### config.mk
export PLATFORM = sky130hd
export DESIGN_NAME = q15_pair_adder
export DESIGN_NICKNAME = d
export VERILOG_FILES = /design/src/rtl/q15_pkg.sv /design/src/rtl/q15_lane.sv /design/src/rtl/q15_pack.sv /design/src/rtl/q15_ctl_reg.sv /design/src/rtl/q15_pair_adder.sv
export SDC_FILE = /design/constraint.sdc
export NUM_CORES = 1
export LEC_CHECK = 0
export ABC_CLOCK_PERIOD_IN_PS = 5230
export CORE_MARGIN = 8
export CORE_UTILIZATION = 29
export CTS_CLUSTER_DIAMETER = 120
export DETAILED_ROUTE_END_ITERATION = 16
export RECOVER_POWER = 50
export SYNTH_ARGS = -nofsm -noshare
export SYNTH_HDL_FRONTEND = slang
export SYNTH_SLANG_ARGS = --single-unit
### constraint.sdc
create_clock -name clk -period 5.23 [get_ports clk]
set_clock_uncertainty 0.05 [all_clocks]
set_input_delay 0.7845 -clock clk [delete_from_list [all_inputs] [get_ports clk]]
set_output_delay 0.7845 -clock clk [all_outputs]
set_load 0.05 [all_outputs]
### src/rtl/q15_pkg.sv
// Shared definitions for the paired Q15 adder.
// Assumes: the mode encoding below is fixed at the block's edge (0 = wrap, 1 = saturate).
package q15_pkg;

    typedef enum logic {
        MODE_WRAP = 1'b0,
        MODE_SAT  = 1'b1
    } add_mode_e;

endpackage

### src/rtl/q15_lane.sv
// One signed fixed-point lane. It adds two W-bit two's-complement values at
// W+1 bits, flags an out-of-range sum, and returns either the wrapped sum or
// the clamped limit, depending on the mode.
// Assumes: the operands are valid two's-complement values. The lane is purely
// combinational.
module q15_lane
    import q15_pkg::*;
#(
    parameter int W = 16
) (
    input  logic [W-1:0] a,
    input  logic [W-1:0] b,
    input  add_mode_e    mode,
    output logic [W-1:0] y,
    output logic         ovf
);

    localparam logic [W-1:0] POS_LIMIT = {1'b0, {(W-1){1'b1}}};
    localparam logic [W-1:0] NEG_LIMIT = {1'b1, {(W-1){1'b0}}};

    logic [W:0] sum_ext;

    // Widen both operands by their sign bit and add them.
    always_comb begin
        sum_ext = {a[W-1], a} + {b[W-1], b};
    end

    // Detect overflow and choose between the wrapped sum and a clamped limit.
    always_comb begin
        ovf = sum_ext[W] ^ sum_ext[W-1];
        if (ovf && (mode == MODE_SAT)) begin
            y = sum_ext[W] ? NEG_LIMIT : POS_LIMIT;
        end else begin
            y = sum_ext[W-1:0];
        end
    end

endmodule

### src/rtl/q15_pack.sv
// Builds the destination word. The lane results are concatenated, and the
// remaining high bits are filled with the sign of the topmost lane.
// Assumes: XLEN is larger than LANES*W.
module q15_pack #(
    parameter int W     = 16,
    parameter int LANES = 2,
    parameter int XLEN  = 64
) (
    input  logic [LANES*W-1:0] lanes,
    output logic [XLEN-1:0]    word
);

    localparam int PACK_W = LANES * W;
    localparam int EXT_W  = XLEN - PACK_W;

    // Replicate the top lane's sign bit across the unused high bits.
    always_comb begin
        word = {{EXT_W{lanes[PACK_W-1]}}, lanes};
    end

endmodule

### src/rtl/q15_ctl_reg.sv
// Control register that holds the sticky overflow flag. Software can write
// the whole register. An overflow from the datapath sets the flag bit, and
// that set takes priority over a software write in the same cycle.
// Assumes: set_ovf is high only for accepted operations.
module q15_ctl_reg #(
    parameter int CTL_W   = 32,
    parameter int OVF_BIT = 20
) (
    input  logic             clk,
    input  logic             rst_n,
    input  logic             wr_en,
    input  logic [CTL_W-1:0] wr_data,
    input  logic             set_ovf,
    output logic [CTL_W-1:0] q
);

    logic [CTL_W-1:0] nxt;

    // Take the software write if there is one, then apply the overflow set on top.
    always_comb begin
        nxt = wr_en ? wr_data : q;
        if (set_ovf) begin
            nxt[OVF_BIT] = 1'b1;
        end
    end

    // Register the next value and clear it on reset.
    always_ff @(posedge clk) begin
        if (!rst_n) begin
            q <= '0;
        end else begin
            q <= nxt;
        end
    end

endmodule

### src/rtl/q15_pair_adder.sv
// Paired Q15 adder execution slice. It takes the low LANES*W bits of each
// operand, adds them lane by lane in wrap or saturating mode, packs the
// sign-extended result into a register, and pulses res_valid one cycle
// after an accepted start. A start while the unit is disabled pulses
// unit_off_exc instead and leaves the result and control state alone.
// Assumes: start is a single-cycle request and needs no back-pressure.
module q15_pair_adder
    import q15_pkg::*;
#(
    parameter int W       = 16,
    parameter int LANES   = 2,
    parameter int XLEN    = 64,
    parameter int CTL_W   = 32,
    parameter int OVF_BIT = 20
) (
    input  logic             clk,
    input  logic             rst_n,
    input  logic             start,
    input  logic             dsp_en,
    input  logic             sat_mode,
    input  logic [XLEN-1:0]  src_a,
    input  logic [XLEN-1:0]  src_b,
    input  logic             ctl_we,
    input  logic [CTL_W-1:0] ctl_wdata,
    output logic [XLEN-1:0]  result,
    output logic             res_valid,
    output logic             unit_off_exc,
    output logic [CTL_W-1:0] ctl_reg
);

    localparam int PACK_W = LANES * W;

    add_mode_e         mode;
    logic [PACK_W-1:0] lane_y;
    logic [LANES-1:0]  lane_ovf;
    logic [XLEN-1:0]   packed_word;
    logic              accept;
    logic              refuse;
    logic              any_ovf;
    logic              unused_hi;

    // Decode the mode and split requests into accepted and refused ones.
    always_comb begin
        mode    = add_mode_e'(sat_mode);
        accept  = start & dsp_en;
        refuse  = start & ~dsp_en;
        any_ovf = |lane_ovf;
    end

    // The operand bits above the packed lanes are not used.
    assign unused_hi = ^{src_a[XLEN-1:PACK_W], src_b[XLEN-1:PACK_W]};

    // One independent adder per lane.
    for (genvar g = 0; g < LANES; g++) begin : g_lane
        q15_lane #(.W(W)) u_lane (
            .a    (src_a[g*W +: W]),
            .b    (src_b[g*W +: W]),
            .mode (mode),
            .y    (lane_y[g*W +: W]),
            .ovf  (lane_ovf[g])
        );
    end

    q15_pack #(.W(W), .LANES(LANES), .XLEN(XLEN)) u_pack (
        .lanes (lane_y),
        .word  (packed_word)
    );

    q15_ctl_reg #(.CTL_W(CTL_W), .OVF_BIT(OVF_BIT)) u_ctl (
        .clk     (clk),
        .rst_n   (rst_n),
        .wr_en   (ctl_we),
        .wr_data (ctl_wdata),
        .set_ovf (accept & any_ovf),
        .q       (ctl_reg)
    );

    // Capture the result and drive the single-cycle valid and exception pulses.
    always_ff @(posedge clk) begin
        if (!rst_n) begin
            result       <= '0;
            res_valid    <= 1'b0;
            unit_off_exc <= 1'b0;
        end else begin
            res_valid    <= accept;
            unit_off_exc <= refuse;
            if (accept) begin
                result <= packed_word;
            end
        end
    end

endmodule

* Word-level counts from Yosys, hierarchy flattened
Cells that the tools add are included.
** Word-level totals
- Bits in registers :: 66
- Output and inout bits :: 98
- Logic and storage cells :: 23
** Operators by class
- Add/subtract/negate cells :: 2
- Muxes and demuxes :: 6
- Bitwise logic cells :: 6
- Reduce and logical (&&, ||, !) cells :: 4
** Operators by type and width (number)
- 16-bit 2-to-1 mux :: 4
- 16-bit by 16-bit adder with 17-bit output :: 2
- 21-bit 2-to-1 mux :: 1
- 1-bit bitwise AND :: 3
- 1-bit logical AND :: 2
- 2-bit nonzero test :: 1
- 2-bit OR reduction :: 1
- 1-bit XOR :: 2
- 1-bit 2-to-1 mux :: 1
- 1-bit NOT :: 1

* Logic depth before layout (Yosys ltp)
- Depth after elaboration :: 5
- Gate-level depth with buffers :: 12

* Cells and area by module
A second synthesis with hierarchy kept.
** Unflattened totals
- Cell total of the unflattened synthesis :: 780
- Area total of the unflattened synthesis :: 6500.0 µm²
** Modules (own cells, without submodules)
- q15_pair_adder :: times used 1, cells each 298, area an instance 2633.8 µm², sequential area each 1321.3 µm²
- q15_ctl_reg :: times used 1, cells each 103, area an instance 1234.9 µm², sequential area each 640.6 µm²
- q15_lane at g_lane[0].u_lane :: times used 1, cells each 170, area an instance 1157.4 µm², sequential area each 0.0 µm²
- q15_lane at g_lane[1].u_lane :: times used 1, cells each 145, area an instance 993.5 µm², sequential area each 0.0 µm²
- q15_pack :: times used 1, cells each 64, area an instance 480.5 µm², sequential area each 0.0 µm²

* Worst setup path after synthesis
OpenSTA, ideal clock, no wires.
- Path type :: input -> register
- Start point :: in src_a[1]
- End point :: reg result[10]
- Library setup time :: 0.133 ns
- Arrival :: 2.768 ns
- Slack :: 2.279 ns
- Cell stages on the path :: 10
- Path buffers :: 1
- Cell sequence :: ha_1 a211oi_2 nor3_2 o311ai_2 a211oi_2 or2_1 buf_6 xor2_4 a31oi_4 a211oi_1
** On the way
- Word-level cells in the longest chain between the ends :: 4
- Elaborated cells on any way between the ends :: 5
** RTL lines
- from (decl) :: RTL line q15_pair_adder.sv:21 : input logic [XLEN-1:0] src_a,
- 16-bit by 16-bit adder with 17-bit output (*) :: RTL line q15_lane.sv:25 : sum_ext = {a[W-1], a} + {b[W-1], b};
- 1-bit XOR :: RTL line q15_lane.sv:30 : ovf = sum_ext[W] ^ sum_ext[W-1];
- 1-bit logical AND :: RTL line q15_lane.sv:31 : if (ovf && (mode == MODE_SAT)) begin
- 16-bit 2-to-1 mux (*) :: RTL line q15_lane.sv:31
- to (signal assigned) :: RTL line q15_pair_adder.sv:88 : result <= packed_word;
- to (decl) :: RTL line q15_pair_adder.sv:25 : output logic [XLEN-1:0] result,
Every way passes the cells marked *; elsewhere a longest branch is shown, timed or not.
A chain may end at the register's enable or synchronous reset.

* Worst setup path after layout
- Start point :: in src_a[16]
- End point :: reg result[17]
The elaborated chain is that of the path after synthesis.

==> impl_metrics.yaml <==
critical_path:
  r2r_slack_ns: 3.83
  cp.arrival_ns: 3.93
  cp-start-kind: "primary input"
  crit_type: "in2reg"
  cp_num_buf_inv: 2
  cp_cell_sequence: "clkdlybuf4s50_1 > ha_1 > inv_1 > fa_1 > nor2b_1 > o31a_1 > o21ai_0 > o211a_1 > a2bb2oi_1 > o21ai_1 > o221a_2"
  path_delay_family: "compound AO/OA/AOI/OAI gates"
  required_ns: 5.44
  crit_fanout: 14
  slowest_stage: "o21ai_1"
  cp-end-kind: "register"
  cpPeakStageDelay_ns: 0.76
grt:
  antenna_found_initial: 0
  grt_usage_pct: 13.2
  grt_pass1_vias: 4184
  grt_overflow: 0
  grt_max_degree: 62
  grt_first_pass_wirelength_um: 21400
drt:
  final_antenna_net_count: 0
  firstDrtPassIters: 4
  dr.first_iter.drc_count: 279
  vias: 4324
  post-route-drc-count: 0
  drt-total-wl_um: 13800
  wl_per_cell_um: 15.6
  avgViaCountPerCell: 4.91
logic_synthesis:
  async_flop_share_pct: 0
  synthDistinctLibCells: 62
  ys_seq_area_share_pct: 29.3
  yosysTopAreaCell: "dfxtp_1"
  synth_top_area_share_pct: 29.3
  synthTopCellsByArea: "dfxtp_1, ha_1, mux2i_1, a21oi_1, buf_4"
  synth_area_per_cell_sq_um: 8.50
  synth_edf_count: 0
  synthCells: 530
  ys_ff_latch: 66
  netlist_area_sq_mm: 0.00450
  synth_ff_type: "dfxtp_1"
  yosys_warnings: 0
  syn_nets: 730
sta:
  slew_viol_final: 62
  slew_headroom_pct: -45.8
  finalHoldViolCount: 0
  rsz0062_at_grt: "false"
  fin_tns_setup_ns: 0
  fin_crit_sh_pct: 71.0
  tightest_slew_ns: 2.19
  whs_ns: 0.447
  min_period_ns: 3.71
  fin_ws_ns: 1.52
  max_freq_mhz: 269
  finalSetupViolations: 0
clock_tree:
  cts_sinks: 66
  ctsResizeCount: 0
  ctsRootBufferMaster: "clkbuf_16"
  post_cts_buffers: 0
  clock_path_buffers: 2
  htree_levels: 3
  cts_hold_buf: 0
  path_clk_slew_ns: 0.06
  cts_made_buffers: 9
  clk_latency_ns: 0.32
  cts_tree: "yes"
placement:
  placedInstanceArea_sq_mm: 0.00639
  gp_congestion: 0.873
  dpl.hpwl_um: 11000
  port_buffers: 199
  pre_cts_ws_ns: 1.22
die:
  rows: 45
  top_level_ports: 264
  die_w_um: 141
  die_h_um: 141
  dieArea_sq_mm: 0.0198
  core_area_sq_mm: 0.0152
  start_util_pct: 29.6
run:
  max-cap-violations: 1
layout:
  layout-drive-gt1-share_pct: 4.77
  nNetsFinal: 887
  antennaDiodeCount: 0
  syn2layout_area_growth_pct: 49.1
  final_area_sq_mm: 0.00671
worst_hold_path:
  hold_path.class: "reg2reg"
pwr:
  total_power_uw: 1920
  powerDensity_mw_per_mm2: 285
  ir_drop_mv: 0.199
  p_leak_uw: 0.00283
outcome:
  status: "finished with violations"
  violations: "max-capacitance violations, max-slew violations"
synth_stat cells, types with 3 or more instances:
cell	count
dfxtp_1	66
a21oi_1	51
o21ai_0	41
mux2i_1	34
nor2_1	34
nor2b_1	34
buf_4	33
ha_1	32
nand2_1	27
inv_1	15
clkbuf_1	13
xnor2_1	13
nand3_1	12
xor2_1	10
a21o_1	9
a211oi_1	8
nor3_1	7
and2_1	5
o211ai_1	5
o21a_1	5
a31oi_1	4
buf_2	4
o21bai_1	4
o31ai_1	4
or3_1	4
a211oi_2	3
a21boi_0	3
buf_1	3
nand2b_1	3
o21ai_1	3
sequential cells by signal, indices dropped and copies added (netlist names):
register      cells
result           32
u_ctl.q          32
res_valid         1
unit_off_exc      1
worst min-delay path: cells and delay by family (launching register included):
family	cells	cell delay, ns
flops	1	0.30
simple gates	1	0.09
compound gates	1	0.05
report_power, final:
| group | switching, uW | internal (uW) |
|---|---|---|
| combinational | 423 | 281 |
| sequential | 21.7 | 539 |
| clock | 230 | 421 |
| total | 675 | 1240 |
cell families after synthesis:
family | count (synthesis) | share of synthesized area (%)
AOI/OAI and AO/OA | 160 | 22.9
buffers and inverters | 69 | 8.78
xor gates and xnor gates | 24 | 5.08
muxes | 35 | 7.81
and+or+nand+nor | 142 | 16.3
adders and majority gates | 34 | 9.78
DFF | 66 | 29.3
cells in the final DEF, fill, tap and decap left out, types with 7 or more instances in the layout:
cell type,instances
a211oi_1,8
a21o_1,9
a21oi_1,51
clkbuf_16,9
clkdlybuf4s50_1,148
dfxtp_1,66
dlygate4sd3_1,49
ha_1,32
inv_1,15
mux2i_1,34
nand2_1,27
nand3_1,12
nor2_1,34
nor2b_1,34
nor3_1,7
o21ai_0,41
xnor2_1,13
xor2_1,10
per-layer routing:
layer | vias to the layer above | GRT usage [%] | wire length (um)
met3 | 12 | 3.68 | 1090
met2 | 160 | 21.9 | 6350
li1 | 2179 | - | -
met4 | 0 | 3.62 | 159
met1 | 1973 | 16.4 | 6170
met5 | - | 0 | 0
worst paths after layout:
path / depth (start not counted) / end / start
max: 11 / result[17]$_SDFFE_PN0P_ / src_a[16]
min: 2 / result[6]$_SDFFE_PN0P_ / result[6]$_SDFFE_PN0P_
max reg2reg: 2 / result[31]$_SDFFE_PN0P_ / result[31]$_SDFFE_PN0P_
min reg2reg: 2 / result[6]$_SDFFE_PN0P_ / result[6]$_SDFFE_PN0P_
stage by stage:
stage | util [%] | cells
global route | 44.2 | 880
finish | 44.2 | 880
CTS | 44.2 | 880
floorplan | - | 530
global placement | 42.0 | 864
detailed placement | 42.0 | 864
area by class of cell:
class | count | area, sq um
Clock buffer | 9 | 225
Sequential cell | 66 | 1320
Clock inverter | 7 | 100
Fill cell | 1481 | 8490
Tap cell | 188 | 235
Multi-Input combinational cell | 395 | 2790
Timing Repair Buffer | 200 | 1990
Inverter | 15 | 56.3
Note: power is estimated with default switching activity, not from simulation.
